<file path="src/rtl/gpio_pad_pkg.sv">
package gpio_pad_pkg;
   localparam int unsigned REG_ADDR_W = 3;

   typedef enum logic [REG_ADDR_W-1:0] {
      RA_LATCH = 3'd0,
      RA_PINS  = 3'd1,
      RA_DIG   = 3'd2,
      RA_PP    = 3'd3,
      RA_ALT   = 3'd4,
      RA_CTRL  = 3'd5
   } reg_addr_e;

   localparam int unsigned CTRL_XBAR_BIT = 0;
   localparam int unsigned CTRL_PUDIS_BIT = 1;
endpackage

</file>
<file path="src/rtl/gpio_cfg_regs.sv">
module gpio_cfg_regs
   import gpio_pad_pkg::*;
#(
   parameter int unsigned NUM_PINS = 8
) (
   input  logic                  clk,
   input  logic                  rst_n,
   input  logic                  wr_en,
   input  logic [REG_ADDR_W-1:0] addr,
   input  logic [NUM_PINS-1:0]   wdata,
   input  logic [NUM_PINS-1:0]   pins_q,
   output logic [NUM_PINS-1:0]   rdata,
   output logic [NUM_PINS-1:0]   latch_q,
   output logic [NUM_PINS-1:0]   dig_q,
   output logic [NUM_PINS-1:0]   pp_q,
   output logic [NUM_PINS-1:0]   alt_q,
   output logic                  xbar_q,
   output logic                  pudis_q
);
   localparam logic [NUM_PINS-1:0] ALL_ONE = {NUM_PINS{1'b1}};
   localparam logic [NUM_PINS-1:0] ALL_ZERO = '0;

   always_ff @(posedge clk or negedge rst_n) begin
      if (!rst_n) begin
         latch_q <= ALL_ONE;
         dig_q   <= ALL_ONE;
         pp_q    <= ALL_ZERO;
         alt_q   <= ALL_ZERO;
         xbar_q  <= 1'b0;
         pudis_q <= 1'b0;
      end else if (wr_en) begin
         case (reg_addr_e'(addr))
            RA_LATCH: latch_q <= wdata;
            RA_DIG:   dig_q   <= wdata;
            RA_PP:    pp_q    <= wdata;
            RA_ALT:   alt_q   <= wdata;
            RA_CTRL: begin
               xbar_q  <= wdata[CTRL_XBAR_BIT];
               pudis_q <= wdata[CTRL_PUDIS_BIT];
            end
            default: ;
         endcase
      end
   end

   always_comb begin
      rdata = ALL_ZERO;
      case (reg_addr_e'(addr))
         RA_LATCH: rdata = latch_q;
         RA_PINS:  rdata = pins_q & dig_q;
         RA_DIG:   rdata = dig_q;
         RA_PP:    rdata = pp_q;
         RA_ALT:   rdata = alt_q;
         RA_CTRL: begin
            rdata[CTRL_XBAR_BIT]  = xbar_q;
            rdata[CTRL_PUDIS_BIT] = pudis_q;
         end
         default: rdata = ALL_ZERO;
      endcase
   end
endmodule

</file>
<file path="src/rtl/gpio_in_sync.sv">
module gpio_in_sync #(
   parameter int unsigned WIDTH = 8,
   parameter int unsigned STAGES = 2
) (
   input  logic             clk,
   input  logic             rst_n,
   input  logic [WIDTH-1:0] d,
   output logic [WIDTH-1:0] q
);
   logic [WIDTH-1:0] stage_q [STAGES];

   generate
      for (genvar s = 0; s < STAGES; s++) begin : g_stage
         if (s == 0) begin : g_first
            always_ff @(posedge clk or negedge rst_n) begin
               if (!rst_n) stage_q[s] <= '0;
               else        stage_q[s] <= d;
            end
         end else begin : g_next
            always_ff @(posedge clk or negedge rst_n) begin
               if (!rst_n) stage_q[s] <= '0;
               else        stage_q[s] <= stage_q[s-1];
            end
         end
      end
   endgenerate

   assign q = stage_q[STAGES-1];
endmodule

</file>
<file path="src/rtl/gpio_pad_cell.sv">
module gpio_pad_cell (
   input  logic xbar_en,
   input  logic pu_dis,
   input  logic dig,
   input  logic push_pull,
   input  logic latch_v,
   input  logic alt_sel,
   input  logic alt_v,
   output logic hi_en,
   output logic lo_en,
   output logic pu_en,
   output logic rx_en
);
   logic out_v;
   logic drive_ok;

   assign out_v    = alt_sel ? alt_v : latch_v;
   assign drive_ok = xbar_en & dig;
   assign hi_en    = drive_ok & push_pull & out_v;
   assign lo_en    = drive_ok & ~out_v;
   assign pu_en    = dig & ~pu_dis & ~hi_en & ~lo_en;
   assign rx_en    = dig;
endmodule

</file>
<file path="src/rtl/gpio_port_ctrl.sv">
module gpio_port_ctrl
   import gpio_pad_pkg::*;
#(
   parameter int unsigned NUM_PINS = 8,
   parameter int unsigned SYNC_STAGES = 2
) (
   input  logic                  clk,
   input  logic                  rst_n,
   input  logic                  reg_wr_en,
   input  logic [REG_ADDR_W-1:0] reg_addr,
   input  logic [NUM_PINS-1:0]   reg_wdata,
   output logic [NUM_PINS-1:0]   reg_rdata,
   input  logic [NUM_PINS-1:0]   alt_out,
   input  logic [NUM_PINS-1:0]   pad_in,
   output logic [NUM_PINS-1:0]   pad_hi_en,
   output logic [NUM_PINS-1:0]   pad_lo_en,
   output logic [NUM_PINS-1:0]   pad_pu_en,
   output logic [NUM_PINS-1:0]   pad_rx_en
);
   generate
      if (NUM_PINS < 2 || NUM_PINS > 32) begin : g_bad_pins
         $error("gpio_port_ctrl: NUM_PINS must be 2..32");
      end
      if (SYNC_STAGES < 2 || SYNC_STAGES > 4) begin : g_bad_sync
         $error("gpio_port_ctrl: SYNC_STAGES must be 2..4");
      end
   endgenerate

   logic [NUM_PINS-1:0] cfg_latch, cfg_dig, cfg_pp, cfg_alt, pin_sync;
   logic                cfg_xbar, cfg_pudis;

   gpio_in_sync #(.WIDTH(NUM_PINS), .STAGES(SYNC_STAGES)) sync_i (
      .clk(clk), .rst_n(rst_n), .d(pad_in), .q(pin_sync)
   );

   gpio_cfg_regs #(.NUM_PINS(NUM_PINS)) regs_i (
      .clk(clk), .rst_n(rst_n), .wr_en(reg_wr_en), .addr(reg_addr),
      .wdata(reg_wdata), .pins_q(pin_sync), .rdata(reg_rdata),
      .latch_q(cfg_latch), .dig_q(cfg_dig), .pp_q(cfg_pp), .alt_q(cfg_alt),
      .xbar_q(cfg_xbar), .pudis_q(cfg_pudis)
   );

   generate
      for (genvar p = 0; p < NUM_PINS; p++) begin : g_pin
         gpio_pad_cell cell_i (
            .xbar_en(cfg_xbar), .pu_dis(cfg_pudis), .dig(cfg_dig[p]),
            .push_pull(cfg_pp[p]), .latch_v(cfg_latch[p]), .alt_sel(cfg_alt[p]),
            .alt_v(alt_out[p]), .hi_en(pad_hi_en[p]), .lo_en(pad_lo_en[p]),
            .pu_en(pad_pu_en[p]), .rx_en(pad_rx_en[p])
         );
      end
   endgenerate
endmodule

</file>
<file path="config.mk">
export PLATFORM = sky130hd
export DESIGN_NAME = gpio_port_ctrl
export DESIGN_NICKNAME = d
export VERILOG_FILES = /design/src/rtl/gpio_pad_pkg.sv /design/src/rtl/gpio_cfg_regs.sv /design/src/rtl/gpio_in_sync.sv /design/src/rtl/gpio_pad_cell.sv /design/src/rtl/gpio_port_ctrl.sv
export SDC_FILE = /design/constraint.sdc
export NUM_CORES = 1
export LEC_CHECK = 0
export BUFFER_PORTS_ARGS = -buffer_cell sky130_fd_sc_hd__buf_2
export CORE_MARGIN = 2
export CORE_UTILIZATION = 53
export CTS_CLUSTER_SIZE = 12
export DETAILED_ROUTE_END_ITERATION = 10
export PLACE_DENSITY = 0.77
export SETUP_SLACK_MARGIN = 0.1
export SKIP_CTS_REPAIR_TIMING = 1
export SYNTH_ARGS = -nofsm -noshare
export SYNTH_HDL_FRONTEND = slang
export SYNTH_SLANG_ARGS = --single-unit
</file>
<file path="constraint.sdc">
create_clock -name clk -period 1.7 [get_ports clk]
set_clock_uncertainty 0.1 [all_clocks]
set_input_delay 0.34 -clock clk [delete_from_list [all_inputs] [get_ports clk]]
set_output_delay 0.34 -clock clk [all_outputs]
set_load 0.02 [all_outputs]
</file>
Word level (Yosys, flattened, before mapping)
Index checks and enable logic that the tools add are counted.
{ "totals": {"wordCells": 111, "inputBits": 30, "output_inout_bits": 40, "regBits": 50} }
{ "op_classes": {"bitwise": 82, "mux": 10, "reduce_logical": 6, "eq_ne": 5} }
{ "ops": {"columns": ["cell", "n"], "rows": [
  ["1-bit bitwise AND", 56],
  ["6-bit case mux with 5 select lines", 1],
  ["1-bit NOT", 25],
  ["2-bit case mux with 6 select lines", 1],
  ["2-bit AND reduction", 5],
  ["8-bit bitwise AND", 1],
  ["1-bit two-way mux", 8],
  ["3-bit by 2-bit == test with 1-bit output (second input constant)", 2],
  ["3-bit == test (second input constant)", 2],
  ["3-bit by 1-bit == test with 1-bit output (second input constant)", 1],
  ["3-bit zero test", 1]
]} }

Depth between registers and ports, before layout
{ "depth": {"ltp_word": 6, "ltp_mapped": 5, "depth_no_buf": 3} }

By module
A second synthesis with hierarchy kept.
{ "hier_totals": {"cells_unflattened": 227, "hier_area_um2": 2671.3} }
{ "by_module_without_submodules": {"columns": ["module", "cells_per_inst", "n_inst", "seq_area_each_um2", "area_per_inst_um2"], "rows": [
  ["gpio_cfg_regs", 139, 1, 870.8, 1770.4],
  ["gpio_in_sync", 24, 1, 400.4, 460.4],
  ["gpio_pad_cell", 8, 8, 0.0, 55.1]
]} }

Worst setup path before layout
No wires, ideal clock.
{ "synth_timing": {"path_kind": "register to output", "from": "register regs_i.latch_q[2]", "to": "output port reg_rdata[2]", "setup_slack_ps": 39, "n_path_buf": 0, "required_time_ps": 1260, "path_stages_with_launch": 4, "t_arrival_ps": 1221, "path_cell_list": "dfstp_2 -> or3b_1 -> a21oi_1 -> a311o_1"} }
{ "synth_via": {"elab_chain_len": 1} }
{ "synth_lines": {"columns": ["element", "line", "source"], "rows": [
  ["start, declared", "gpio_cfg_regs.sv:13", "output logic [NUM_PINS-1:0] latch_q,"],
  ["start signal, assigned", "gpio_cfg_regs.sv:33", "RA_LATCH: latch_q <= wdata;"],
  ["6-bit case mux with 5 select lines", "gpio_cfg_regs.sv:48", "case (reg_addr_e'(addr))"],
  ["end, declared", "gpio_port_ctrl.sv:12", "output logic [NUM_PINS-1:0] reg_rdata,"]
]} }
Every way passes these cells.

Worst setup path in the final report
{ "layout_timing": {"from": "register regs_i.latch_q[5]", "to": "output port reg_rdata[5]"} }
The elaborated chain is that of the path after synthesis.

==> reports/results.tsv <==
metric	value	unit
status	complete, but fails checks	
failing checks	setup timing	
cell count of the worst reg-to-reg path	2	
Yosys cell types	30	
Die Span X	76.4	um
initial core utilization	54.7	%
GRT Total Usage	20.9	%
Worst Hold Class	in2reg	
worst hold slack	0.0432	ns
Max-Cap Viols	0	
register area share after synthesis	45.8	%
post-DR wirelength/cell	16.7	um
async set-reset flop share out of synthesis	100	%
GP Congestion	0.761	
starting DRC count in detailed routing	87	
maximum clock rate	475	MHz
mux contribution to synthesized area	17.4	%
final hold vios	0	
DP HPWL	4.20	mm
Slew HR	77.1	%
Post-synth EDFFs	0	
layout cells sized above 1	62.6	%
Adder-Cell Fraction of Synth Area	0	%
Critical Path Start Type	flop	
vias in the first global route	1985	
CP max FO	2	
worst setup path category	reg2out	
xor/xnor cell area share of the yosys netlist	0	%
vias per cell	5.51	
Cells after DPL	372	
total CTS buffers	5	
die area	0.00583	mm2
arrival time at the worst endpoint	1.66	ns
Nets	347	
Clock transition at path regs	0.09	ns
Synth Area per Inst	11.3	um2
R2R setup slack	0.62	ns
Sink Count	50	
DRT Pass-1 Iters	4	
Post-Synthesis Cells	245	
peak supply drop	0.757	mV
Vias	2136	
hold path start	pad_in[0]	
Slew @ Worst Pin	0.344	ns
Mapped Nets	275	
total routed wirelength	6.49	mm
largest net degree at the start of global routing	51	
predominant post-synthesis flop cell	dfrtp_1	
worst endpoint required time	1.26	ns
PD cells	1080	mW/mm2
# setup viols final	28	
Synth Register Bits	50	
CP endpoint kind	output port	
# port buffers	69	
FF-to-FF Start	regs_i.xbar_q$_DFFE_PN0P_	
worst setup margin	-0.405	ns
antenna cells	0	
dpl ws	-0.157	ns
hold depth	1	
Worst-Skew Late Latency	0.29	ns
initial antenna violation count	0	
row count	26	
hold-critical path endpoint	sync_i.stage_q[8]$_DFF_PN0_	
Die Y	76.4	um
Synth warnings	0	
clk buf depth	2	
GRT overflow	0	
Area growth syn-to-layout	32.0	%
largest family of logic cells by synthesized area	simple AND/OR/NAND/NOR gates	
Synth Area in Simple Gates	17.5	%
Synth Area in Compound Gates	7.71	%
CTS Root Cell	clkbuf_8	
Core Region	0.00507	mm2
RSZ-0062 raised after global routing	yes	
Slew Limit Fails	0	
TritonCTS clock tree	yes	
Leak Pwr	0.00163	uW
I/O pin count	70	
synthesized area	0.00278	mm2
CTS H-tree lvls	2	
period utilisation layout	124	%
Post-DRT Antenna Nets	0	
drt drc	0	
R2R Path End	regs_i.xbar_q$_DFFE_PN0P_	
Finished Layout Cells	388	
fin crit period	2.10	ns
first-pass GRT wire length	9.69	mm
==> cell families after synthesis <==
| kind of cell | Yosys count |
|---|---|
| buffers and inverters | 45 |
| and+or+nand+nor | 72 |
| AOI/OAI and AO/OA | 34 |
| DFF | 50 |
| muxes | 44 |
==> metrics by stage <==
step	setup TNS (ns)	area [um2]	util, %	power (uW)
final	-4.26	3660	72.2	3940
after CTS	-5.26	3280	64.6	3570
after floorplan	0	2780	-	2490
after global routing	-6.10	3660	72.2	4130
after global placement	-1.20	3170	62.5	2720
after detailed placement	-1.30	3170	62.5	2760
==> synth_stat cells, types with 3 or more instances <==
master / count / area (um2)
buf_4: 35 / 263
or3b_1: 6 / 52.6
nor2_1: 8 / 30.0
and3_1: 9 / 56.3
buf_2: 5 / 25.0
nand3_1: 15 / 75.1
dfstp_2: 16 / 420
dfrtp_1: 34 / 851
nand3b_1: 7 / 52.6
a311o_1: 7 / 70.1
mux2i_1: 10 / 100
nand2b_1: 9 / 56.3
and3b_1: 8 / 70.1
a21oi_1: 14 / 70.1
mux2_2: 33 / 372
o21ai_0: 9 / 45.0
clkbuf_1: 3 / 11.3
nand2_1: 3 / 11.3
==> critical path, cell delays in order, from the launching register on <==
cell	delay, ns
dfstp_2	0.55
or3b_1	0.35
a21oi_1	0.18
a311o_1	0.15
buf_4	0.14
==> placed cells by master, fill, tap and decap left out, types with 9 or more instances in the layout <==
cell type  instances
dfstp_2           16
nand2b_1           9
a21oi_1           11
buf_6             26
buf_2             41
buf_4             39
mux2_2            33
dfrtp_1           29
nand3_1           11
==> layer usage <==
metal  vias to the layer above  wire length, um  share of wire [%]  track usage, %
met3                         4              360                5.6            3.79
li1                        992                -                  -               -
met2                        81             3360                 52            35.5
met5                         -                0                  0               0
met1                      1059             2720                 42            27.6
met4                         0               44               0.68            6.00
==> registers in the layout, indices dropped and copies added (netlist names) <==
signal	cells
sync_i.q	8
regs_i.latch_q	8
regs_i.dig_q	8
regs_i.pudis_q	1
regs_i.xbar_q	1
regs_i.alt_q	8
sync_i.stage_q	8
regs_i.pp_q	8
==> cell type report <==
type / count / area [um2]
timing repair buffer: 110 / 861
fill: 383 / 1410
clock inverter: 1 / 30.0
sequential: 50 / 1280
multi-input combinational: 150 / 1330
tap: 70 / 87.6
clock buffer: 7 / 76.3
==> where the power goes <==
part | internal (uW) | leakage, uW | switching (uW)
sequential | 1460 | 0.000565 | 221
combinational | 789 | 0.00101 | 665
clock | 441 | 0.0000524 | 369
==> worst max path at each step <==
stage,startpoint,end,slack [ns],cells after the start
after floorplan,regs_i.latch_q[5]$_DFFE_PN1P_,reg_rdata[5],0.06,3
after global placement,reg_addr[0],reg_rdata[3],-0.14,6
after detailed placement,reg_addr[0],reg_rdata[3],-0.16,6
after CTS,regs_i.latch_q[3]$_DFFE_PN1P_,reg_rdata[3],-0.36,4
after global routing,regs_i.latch_q[5]$_DFFE_PN1P_,reg_rdata[5],-0.45,4
final,regs_i.latch_q[5]$_DFFE_PN1P_,reg_rdata[5],-0.40,4
Power figures use the tool's default switching activity.
